`config.mk`:
```
export PLATFORM = sky130hd
export DESIGN_NAME = carry_resolve_unit
export DESIGN_NICKNAME = d
export VERILOG_FILES = /design/src/rtl/cru_pkg.sv /design/src/rtl/cru_column.sv /design/src/rtl/cru_resolve.sv /design/src/rtl/carry_resolve_unit.sv
export SDC_FILE = /design/constraint.sdc
export NUM_CORES = 2
export LEC_CHECK = 0
export ABC_AREA = 1
export CORE_AREA = 2 2 554 556
export CTS_BUF_LIST = sky130_fd_sc_hd__clkbuf_16
export DETAILED_ROUTE_END_ITERATION = 10
export DIE_AREA = 0 0 556 558
export DONT_BUFFER_PORTS = 1
export PLACE_DENSITY = 0.37
export REMOVE_ABC_BUFFERS = 1
export SETUP_SLACK_MARGIN = 0.3
export SLEW_MARGIN = 20
export SYNTH_ARGS = -nofsm -noshare
export SYNTH_HDL_FRONTEND = slang
export SYNTH_SLANG_ARGS = --single-unit
```
`constraint.sdc`:
```
create_clock -name clk -period 14.1 [get_ports clk]
set_input_delay 4.23 -clock clk [delete_from_list [all_inputs] [get_ports clk]]
set_output_delay 4.23 -clock clk [all_outputs]
set_load 0.01 [all_outputs]
```
`src/rtl/cru_pkg.sv`:
```
package cru_pkg;

    localparam int DEF_LANES  = 16;
    localparam int DEF_DIG_W  = 24;
    localparam int DEF_COEF_W = 64;

    typedef enum logic [1:0] {
        BEAT_IDLE  = 2'd0,
        BEAT_DATA  = 2'd1,
        BEAT_FLUSH = 2'd2
    } beat_e;

    // valid takes priority over the flush strobe
    function automatic beat_e beat_of(input logic valid, input logic fin);
        if (valid)    return BEAT_DATA;
        else if (fin) return BEAT_FLUSH;
        else          return BEAT_IDLE;
    endfunction

endpackage

```
`src/rtl/cru_column.sv`:
```
module cru_column
    import cru_pkg::*;
#(
    parameter int LANES  = DEF_LANES,
    parameter int DIG_W  = DEF_DIG_W,
    parameter int COEF_W = DEF_COEF_W
) (
    input  logic                      clk,
    input  logic                      rst,
    input  beat_e                     in_kind,
    input  logic                      in_start,
    input  logic [LANES*COEF_W-1:0]   in_coef,
    output beat_e                     s1_kind,
    output logic                      s1_start,
    output logic [LANES*(DIG_W+1)-1:0] s1_t,
    output logic [LANES-1:0]          s1_g,
    output logic [LANES-1:0]          s1_p,
    output logic [2*DIG_W-1:0]        s1_ovf
);
    localparam int HI_W   = COEF_W - 2*DIG_W;
    localparam int COL_W  = DIG_W + 2;
    localparam int T_W    = DIG_W + 1;
    localparam int SAVE_W = 2*DIG_W;

    logic [LANES*COEF_W-1:0] coef_m;
    logic [DIG_W-1:0] lo_a [LANES];
    logic [DIG_W-1:0] md_a [LANES];
    logic [HI_W-1:0]  hi_a [LANES];
    logic [COL_W-1:0] col  [LANES];
    logic [T_W-1:0]   t_a  [LANES];
    logic [SAVE_W-1:0] ovf_c;

    assign coef_m = (in_kind == BEAT_DATA) ? in_coef : '0;

    for (genvar i = 0; i < LANES; i++) begin : g_split
        assign lo_a[i] = coef_m[i*COEF_W +: DIG_W];
        assign md_a[i] = coef_m[i*COEF_W + DIG_W +: DIG_W];
        assign hi_a[i] = coef_m[i*COEF_W + 2*DIG_W +: HI_W];
    end

    always_comb begin
        for (int j = 0; j < LANES; j++) begin
            col[j] = COL_W'(lo_a[j]);
            if (j >= 1) col[j] = col[j] + COL_W'(md_a[j-1]);
            if (j >= 2) col[j] = col[j] + COL_W'(hi_a[j-2]);
        end
        for (int j = 0; j < LANES; j++) begin
            t_a[j] = T_W'(col[j][DIG_W-1:0]);
            if (j >= 1) t_a[j] = t_a[j] + T_W'(col[j-1][COL_W-1:DIG_W]);
        end
        ovf_c = SAVE_W'(col[LANES-1][COL_W-1:DIG_W]) + SAVE_W'(md_a[LANES-1])
              + SAVE_W'(hi_a[LANES-2]) + (SAVE_W'(hi_a[LANES-1]) << DIG_W);
    end

    always_ff @(posedge clk) begin
        if (rst) begin
            s1_kind  <= BEAT_IDLE;
            s1_start <= 1'b0;
        end else begin
            s1_kind  <= in_kind;
            s1_start <= in_start && (in_kind != BEAT_IDLE);
        end
        for (int j = 0; j < LANES; j++) begin
            s1_t[j*T_W +: T_W] <= t_a[j];
            s1_g[j]            <= t_a[j][DIG_W];
            s1_p[j]            <= &t_a[j][DIG_W-1:0];
        end
        s1_ovf <= ovf_c;
    end

endmodule

```
`src/rtl/cru_resolve.sv`:
```
module cru_resolve
    import cru_pkg::*;
#(
    parameter int LANES = DEF_LANES,
    parameter int DIG_W = DEF_DIG_W
) (
    input  logic                       clk,
    input  logic                       rst,
    input  beat_e                      s1_kind,
    input  logic                       s1_start,
    input  logic [LANES*(DIG_W+1)-1:0] s1_t,
    input  logic [LANES-1:0]           s1_g,
    input  logic [LANES-1:0]           s1_p,
    input  logic [2*DIG_W-1:0]         s1_ovf,
    output logic                       out_valid,
    output logic                       out_final,
    output logic [LANES*DIG_W-1:0]     out_digits
);
    localparam int T_W    = DIG_W + 1;
    localparam int TW     = DIG_W + 2;
    localparam int SAVE_W = 2*DIG_W;

    logic [SAVE_W-1:0]      saved_q, vin, save_nxt;
    logic [TW-1:0]          tw  [LANES];
    logic [LANES-1:0]       gen, prp;
    logic [LANES:0]         cy;
    logic [LANES*DIG_W-1:0] dig;

    always_comb begin
        vin = s1_start ? '0 : saved_q;
        for (int j = 0; j < LANES; j++) begin
            tw[j] = TW'(s1_t[j*T_W +: T_W]);
            if (j == 0) tw[j] = tw[j] + TW'(vin[DIG_W-1:0]);
            if (j == 1) tw[j] = tw[j] + TW'(vin[SAVE_W-1:DIG_W]);
            if (j < 2) begin
                gen[j] = |tw[j][TW-1:DIG_W];
                prp[j] = &tw[j][DIG_W-1:0];
            end else begin
                gen[j] = s1_g[j];
                prp[j] = s1_p[j];
            end
        end
        cy[0] = 1'b0;
        for (int j = 0; j < LANES; j++) begin
            cy[j+1] = gen[j] | (prp[j] & cy[j]);
        end
        for (int j = 0; j < LANES; j++) begin
            dig[j*DIG_W +: DIG_W] = tw[j][DIG_W-1:0] + DIG_W'(cy[j]);
        end
        save_nxt = s1_ovf + SAVE_W'(cy[LANES]);
    end

    always_ff @(posedge clk) begin
        if (rst) begin
            saved_q   <= '0;
            out_valid <= 1'b0;
            out_final <= 1'b0;
        end else begin
            if (s1_kind != BEAT_IDLE) saved_q <= save_nxt;
            out_valid <= (s1_kind != BEAT_IDLE);
            out_final <= (s1_kind == BEAT_FLUSH);
        end
        out_digits <= dig;
    end

    AST_IDLE_HOLDS: assert property (@(posedge clk) disable iff (rst)
        (s1_kind == BEAT_IDLE) |=> $stable(saved_q));
    AST_FLUSH_CLEARS: assert property (@(posedge clk) disable iff (rst)
        (s1_kind == BEAT_FLUSH) |=> (saved_q == '0));
    AST_GP_EXCLUSIVE: assert property (@(posedge clk) disable iff (rst)
        ((s1_g & s1_p) == '0));

endmodule

```
`src/rtl/carry_resolve_unit.sv`:
```
module carry_resolve_unit
    import cru_pkg::*;
#(
    parameter int LANES  = DEF_LANES,
    parameter int DIG_W  = DEF_DIG_W,
    parameter int COEF_W = DEF_COEF_W
) (
    input  logic                    clk,
    input  logic                    rst,
    input  logic                    in_valid,
    input  logic                    in_start,
    input  logic                    in_end,
    input  logic [LANES*COEF_W-1:0] in_coef,
    output logic                    out_valid,
    output logic                    out_final,
    output logic [LANES*DIG_W-1:0]  out_digits
);
    beat_e                       kind, s1_kind;
    logic                        s1_start;
    logic [LANES*(DIG_W+1)-1:0]  s1_t;
    logic [LANES-1:0]            s1_g, s1_p;
    logic [2*DIG_W-1:0]          s1_ovf;

    assign kind = beat_of(in_valid, in_end);

    cru_column #(.LANES(LANES), .DIG_W(DIG_W), .COEF_W(COEF_W)) u_col (
        .clk(clk), .rst(rst), .in_kind(kind), .in_start(in_start),
        .in_coef(in_coef), .s1_kind(s1_kind), .s1_start(s1_start),
        .s1_t(s1_t), .s1_g(s1_g), .s1_p(s1_p), .s1_ovf(s1_ovf)
    );

    cru_resolve #(.LANES(LANES), .DIG_W(DIG_W)) u_res (
        .clk(clk), .rst(rst), .s1_kind(s1_kind), .s1_start(s1_start),
        .s1_t(s1_t), .s1_g(s1_g), .s1_p(s1_p), .s1_ovf(s1_ovf),
        .out_valid(out_valid), .out_final(out_final), .out_digits(out_digits)
    );

    AST_TWO_CYCLE: assert property (@(posedge clk) disable iff (rst)
        (in_valid || in_end) |-> ##2 out_valid);
    AST_FINAL_VALID: assert property (@(posedge clk) disable iff (rst)
        out_final |-> out_valid);
    AST_DATA_NOT_FINAL: assert property (@(posedge clk) disable iff (rst)
        in_valid |-> ##2 !out_final);

endmodule

```
Word level (Yosys, flattened, before mapping)
Cells that the tools add are included.
{"block": "classes", "n_reduce_logical": 22, "add_sub_neg": 64, "bitwise": 30, "mux": 4, "n_eq_ne": 2}
{"cell": "2-to-1 mux 1024 bit", "count": 1}
{"cell": "adder 24 x 24 -> 25 bit", "count": 17}
{"cell": "AND reduction 24 bit", "count": 17}
{"cell": "adder 26 x 16 -> 26 bit", "count": 14}
{"cell": "adder 24 x 1 -> 24 bit", "count": 15}
{"cell": "adder 24 x 2 -> 25 bit", "count": 13}
{"cell": "adder 48 x 1 -> 48 bit", "count": 1}
{"cell": "adder 48 x 16 -> 48 bit", "count": 1}
{"cell": "adder 48 x 40 -> 48 bit", "count": 1}
{"cell": "2-to-1 mux 48 bit", "count": 1}
{"cell": "adder 2 x 24 -> 25 bit", "count": 1}
{"cell": "adder 24 x 1 -> 25 bit", "count": 1}
{"cell": "AND 1 bit", "count": 15}
{"cell": "bitwise OR 1 bit", "count": 15}
{"cell": "2-to-1 mux 2 bit", "count": 2}
{"cell": "nonzero test 2 bit", "count": 2}
{"cell": "OR reduction 2 bit", "count": 2}
{"cell": "equality test 2 x 1 -> 1 bit, second input constant", "count": 1}
{"cell": "equality test 2 bit, second input constant", "count": 1}
{"cell": "logical AND 1 bit", "count": 1}
{"block": "word_totals", "input_bits": 1029, "ff_bits": 912, "out_inout_bits": 386, "wordCells": 132}

Depth between registers and ports, before layout
{"block": "depth", "ltp_word": 34, "mapped_depth": 71, "mapped_depth_nobuf": 70}

Cells and area by module
Synthesis repeated with hierarchy kept, for this count alone.
{"block": "hier_totals", "cells_unflattened": 13150, "area_unflattened_um2": 80661.1}
{"mod": "cru_column", "area_per_inst_um2": 60128.9, "instances": 1, "seq_area_each_um2": 9168.8, "cells_each": 10581}
{"mod": "cru_resolve", "area_per_inst_um2": 20522.2, "instances": 1, "seq_area_each_um2": 8688.3, "cells_each": 2567}
{"mod": "carry_resolve_unit", "area_per_inst_um2": 10.0, "instances": 1, "seq_area_each_um2": 0.0, "cells_each": 2}

Worst setup path after synthesis
OpenSTA, ideal clock, no wires.
{"block": "synth_path", "kind": "input port to flip-flop", "from": "input port in_valid", "to": "register u_col.s1_ovf[37]", "setup_time_ps": 114, "stages": 62, "arrival_time_ps": 13347, "required_ps": 13986, "path_buffers": 7, "setup_slack_ps": 639, "path_cell_list": "buf_2 buf_1 clkbuf_1 clkbuf_1 clkbuf_1 clkbuf_1 clkbuf_1 nand2_1 inv_1 ha_1 a21oi_1 nand2_1 a21boi_1 o21ai_1 a21oi_1 xnor2_1 ha_1 nand2_1 [26 not listed] o21ai_0 a21oi_1 inv_1 a21oi_1 o21ai_1 inv_1 o221ai_1 a21oi_1 nor2_1 nand2_1 nor2_1 nand2_1 o21ai_1 nand2_1 nor3_1 nand4_1 xnor2_1 inv_1"}
{"block": "synth_between", "elab_chain_len": 8}
{"item": "start, declared", "line": "carry_resolve_unit.sv:10", "source": "input logic in_valid,"}
{"item": "2-to-1 mux 2 bit (*)", "line": "cru_pkg.sv:15", "source": "if (valid) return BEAT_DATA;"}
{"item": "equality test 2 x 1 -> 1 bit (*)", "line": "cru_column.sv:33", "source": "assign coef_m = (in_kind == BEAT_DATA) ? in_coef : '0;"}
{"item": "2-to-1 mux 1024 bit (*)", "line": "cru_column.sv:33"}
{"item": "adder 24 x 24 -> 25 bit", "line": "cru_column.sv:44", "source": "if (j >= 1) col[j] = col[j] + COL_W'(md_a[j-1]);"}
{"item": "adder 26 x 16 -> 26 bit", "line": "cru_column.sv:45", "source": "if (j >= 2) col[j] = col[j] + COL_W'(hi_a[j-2]);"}
{"item": "adder 2 x 24 -> 25 bit", "line": "cru_column.sv:51", "source": "ovf_c = SAVE_W'(col[LANES-1][COL_W-1:DIG_W]) + SAVE_W'(md_a[LANES-1])"}
{"item": "adder 48 x 16 -> 48 bit", "line": "cru_column.sv:52", "source": "+ SAVE_W'(hi_a[LANES-2]) + (SAVE_W'(hi_a[LANES-1]) << DIG_W);"}
{"item": "adder 48 x 40 -> 48 bit (*)", "line": "cru_column.sv:52"}
{"item": "named net u_col.ovf_c[37]", "line": "cru_column.sv:31", "source": "logic [SAVE_W-1:0] ovf_c;"}
{"item": "end signal, assigned", "line": "cru_column.sv:68", "source": "s1_ovf <= ovf_c;"}
{"item": "end, declared", "line": "cru_column.sv:18", "source": "output logic [2*DIG_W-1:0] s1_ovf"}
The timed path passes the listed nets; every way through them passes the cells marked *.
A chain may end at the register's enable or synchronous reset.

Worst setup path in the final report
{"block": "layout_path", "from": "input port in_valid", "to": "register u_col.s1_ovf[34]"}
The elaborated chain is that of the path after synthesis.

==> flow_summary.yaml <==
job:
  maxCapViolations: 0
setup_path:
  critPathLaunchType: "input pin"
  end_kind: "flop"
  crit_type: "in2reg"
  worstPathArrival_ns: 13.40
  slowest_stage: "xnor2_1"
  cp_common_cell: "nand2_1"
  slowest_delay_ns: 0.44
  crit_path_max_fanout: 117
  worstPathRequired_ns: 14.84
clock_network:
  cts.clk_slew.worst_paths_ns: 0.06
  ctsHoldBuffers: 0
  cts-root-buf: "clkbuf_16"
  clockBufferDepth: 4
  clock_sinks: 884
  cts-htree-levels: 3
  tritoncts: "built"
  cts_setup_buffers: 0
  clkLatencyLatePin_ns: 0.87
  cts_buffers: 118
cells_and_area:
  fin_util_pct: 26.3
  regArea_mm2: 0.0177
  final_common_cell: "inv_1"
  layout_common_cells: "2382 x inv_1, 2310 x nand2_1, 884 x dfxtp_1"
  multi_input_area_mm2: 0.0441
  fillers: 34100
  final_area_mm2: 0.0801
  syn2layout_area_growth_pct: 12.5
  drive_gt1_share_pct: 3.72
  fin_nets: 12400
detailed_routing:
  viasPerCell: 4.30
  route.detailed.drc: 0
  drt_iter0_drc: 2826
  dr_wl_met2_mm: 140
  highest_layer: "met5"
  ant_nets: 0
  dr.pass1.iters: 7
  wl_met1_mm: 126
  vias: 63200
  wl_met3_mm: 18.7
  wl_mm: 291
  wl_per_cell_um: 19.8
logic_synthesis:
  async_reset_ff_share_pct: 0
  synthCells: 10600
  synth-edff-count: 0
  synth-seq-cells: 884
  synth_area_per_cell_um2: 6.75
  yosysSeqAreaShare_pct: 24.9
  synth_area_mm2: 0.0712
  ys.warnings.count: 0
  synth-main-ff-cell: "dfxtp_1"
  synth.distinct_cells: 66
grt:
  grt.overflow.total: 0
  grt_usage_pct: 18.0
  grt_max_degree: 1029
  grt_pass1_vias: 63400
  antenna_found_initial: 83
  grt_pass1_wl_mm: 414
timing:
  whs_ns: 0.426
  maxSlewHeadroom_pct: 33.4
  fin_setup_tns_ns: 0
  slew_violations: 0
  fin_crit_ns: 12.67
  period_share_pct: 89.8
  setup_viol: 0
  finalWorstSetupSlack_ns: 1.43
  fmax_ghz: 0.0790
  finalClockSkew_ns: 0.0724
  hold_viol: 0
  rsz0062_at_grt: "no"
  worst_pin_slew_ns: 0.998
pwr:
  internal_power_mw: 5.92
  pwr-share-seq_pct: 40.1
  power_frac_clock_pct: 30.9
  switching_share_pct: 40.3
  powerDensity_mw_per_mm2: 124
  p_comb_share_pct: 29.0
  ir_worst_vdd_mv: 0.103
  p_leak_nw: 45.3
  power.switching_mw: 4.00
floorplanning:
  ios: 1415
  die_width_um: 556
  start_util_pct: 23.4
  die_h_um: 558
  core_area_mm2: 0.305
  num_rows: 203
  die_area_mm2: 0.310
place:
  io_buffer_count: 0
  hpwl_mm: 256
  pre_cts_ws_ns: 0.479
  place_area_mm2: 0.0760
  gp_congestion: 0.932
hold_path:
  hold_path.class: "reg2reg"
run_status:
  outcome: "completed"
-- kinds of logic (layout without fill, tap and decap cells) --
group | count (synthesis) | after routing | share of synthesized area, %
AOI/OAI and AO/OA | 1133 | 1133 | 8.81
xor gates and xnor gates | 1215 | 1215 | 15.1
adders and majority gates | 751 | 751 | 13.7
buffers and inverters | 2510 | 2628 | 13.2
DFF | 884 | 884 | 24.9
other | 0 | 26 | 0
and+or+nand+nor | 4059 | 4059 | 24.4
-- final cells by class --
| class | instances | area share [%] |
|---|---|---|
| inverters | 2378 | 11.1 |
| well taps | 3997 | 6.24 |
| repair buffers | 42 | 0.562 |
| diodes | 26 | 0.0812 |
| clock buffers | 119 | 3.72 |
| flip-flops and latches | 884 | 22.1 |
| clock inverters | 89 | 1.12 |
| multi-input cells | 7158 | 55.0 |
-- registers in the layout (all words and copies together) (netlist names), 2 cells and up --
signal and cells:
u_col.s1_t 397, u_res.out_digits 384, u_res.saved_q 42, u_col.s1_ovf 41
u_col.s1_p 14, u_col.s1_kind 2
-- power groups by stage --
stage,logic [mW],clock network (mW),registers [mW]
4_1_cts,2.89,3.19,4.01
5_1_grt,3.28,3.28,4.06
6_report,2.88,3.06,3.98
3_5_place_dp,2.87,0,4.06
3_3_place_gp,2.86,0,4.07
2_1_floorplan,2.08,0,3.62
-- Yosys cell counts, types with 5 or more instances --
master    count  share of area (%)
dfxtp_1     884                 25
nand3_1     457                3.2
and3_1       18               0.16
nor4_2        8               0.14
fa_1         46                1.3
o211ai_1     17               0.18
or2_2        15               0.13
nand3b_1     24               0.25
xor2_2        9               0.21
nand2_2      51               0.45
nor3_1      183                1.3
xor2_1      834                 10
xnor2_1     371                4.6
nor2_1      684                3.6
o21bai_1     41               0.43
nor2_2       14               0.12
a21boi_1     14               0.15
nand3_2      10               0.14
a21oi_1     678                4.8
nand2_1    2310                 12
o21ai_1      69               0.49
o21ai_0     167                1.2
o311ai_1      5              0.062
nor4_1       71               0.62
or2_1        10              0.088
nor3_2       10               0.14
o21a_1        9              0.095
nand4_1     152                1.3
ha_1        705                 12
a21boi_2      6              0.095
a21oi_2       6              0.074
inv_2         5              0.026
o21ai_2      26               0.32
a211oi_1     12               0.13
clkbuf_1    128               0.67
nor3b_1      18               0.19
a21o_1       19               0.20
inv_1      2372                 13
a31oi_1      40               0.35
-- final timing paths --
check        slack (ns)                     to            start  cells after the start
max                1.43       u_col.s1_ovf[34]         in_valid                     56
min                0.43  u_res.out_digits[359]  u_col.s1_t[373]                      1
max reg2reg        2.46      u_res.saved_q[40]   u_col.s1_start                     63
min reg2reg        0.43  u_res.out_digits[359]  u_col.s1_t[373]                      1
-- metal layers --
metal / vias up / GRT usage (%)
met4: 52 / 4.40
met2: 1383 / 31.5
met5: - / 0
met3: 327 / 4.63
met1: 28700 / 21.6
li1: 32700 / -
-- what timing repair did --
item / in CTS / in global routing
gates resized for setup: 0 / 0
endpoints found under the hold margin: 0 / 0
setup endpoints to repair: 0 / 9
-- critical path: cells and delay by family --
| family | cells | cell delay [ns] |
|---|---|---|
| buffers and inverters | 8 | 0.93 |
| AOI/OAI and AO/OA | 13 | 2.29 |
| adders and majority gates | 5 | 1.69 |
| and+or+nand+nor | 26 | 3.29 |
| xor gates and xnor gates | 4 | 0.83 |
-- per-stage QoR --
stage / cells / total power [mW]
floorplan: 10400 / 5.70
global placement: 14500 / 6.93
detailed placement: 14500 / 6.92
CTS: 14700 / 10.1
global route: 14700 / 10.6
finish: 14700 / 9.92
No activity file was read; power rests on OpenSTA's default activity.
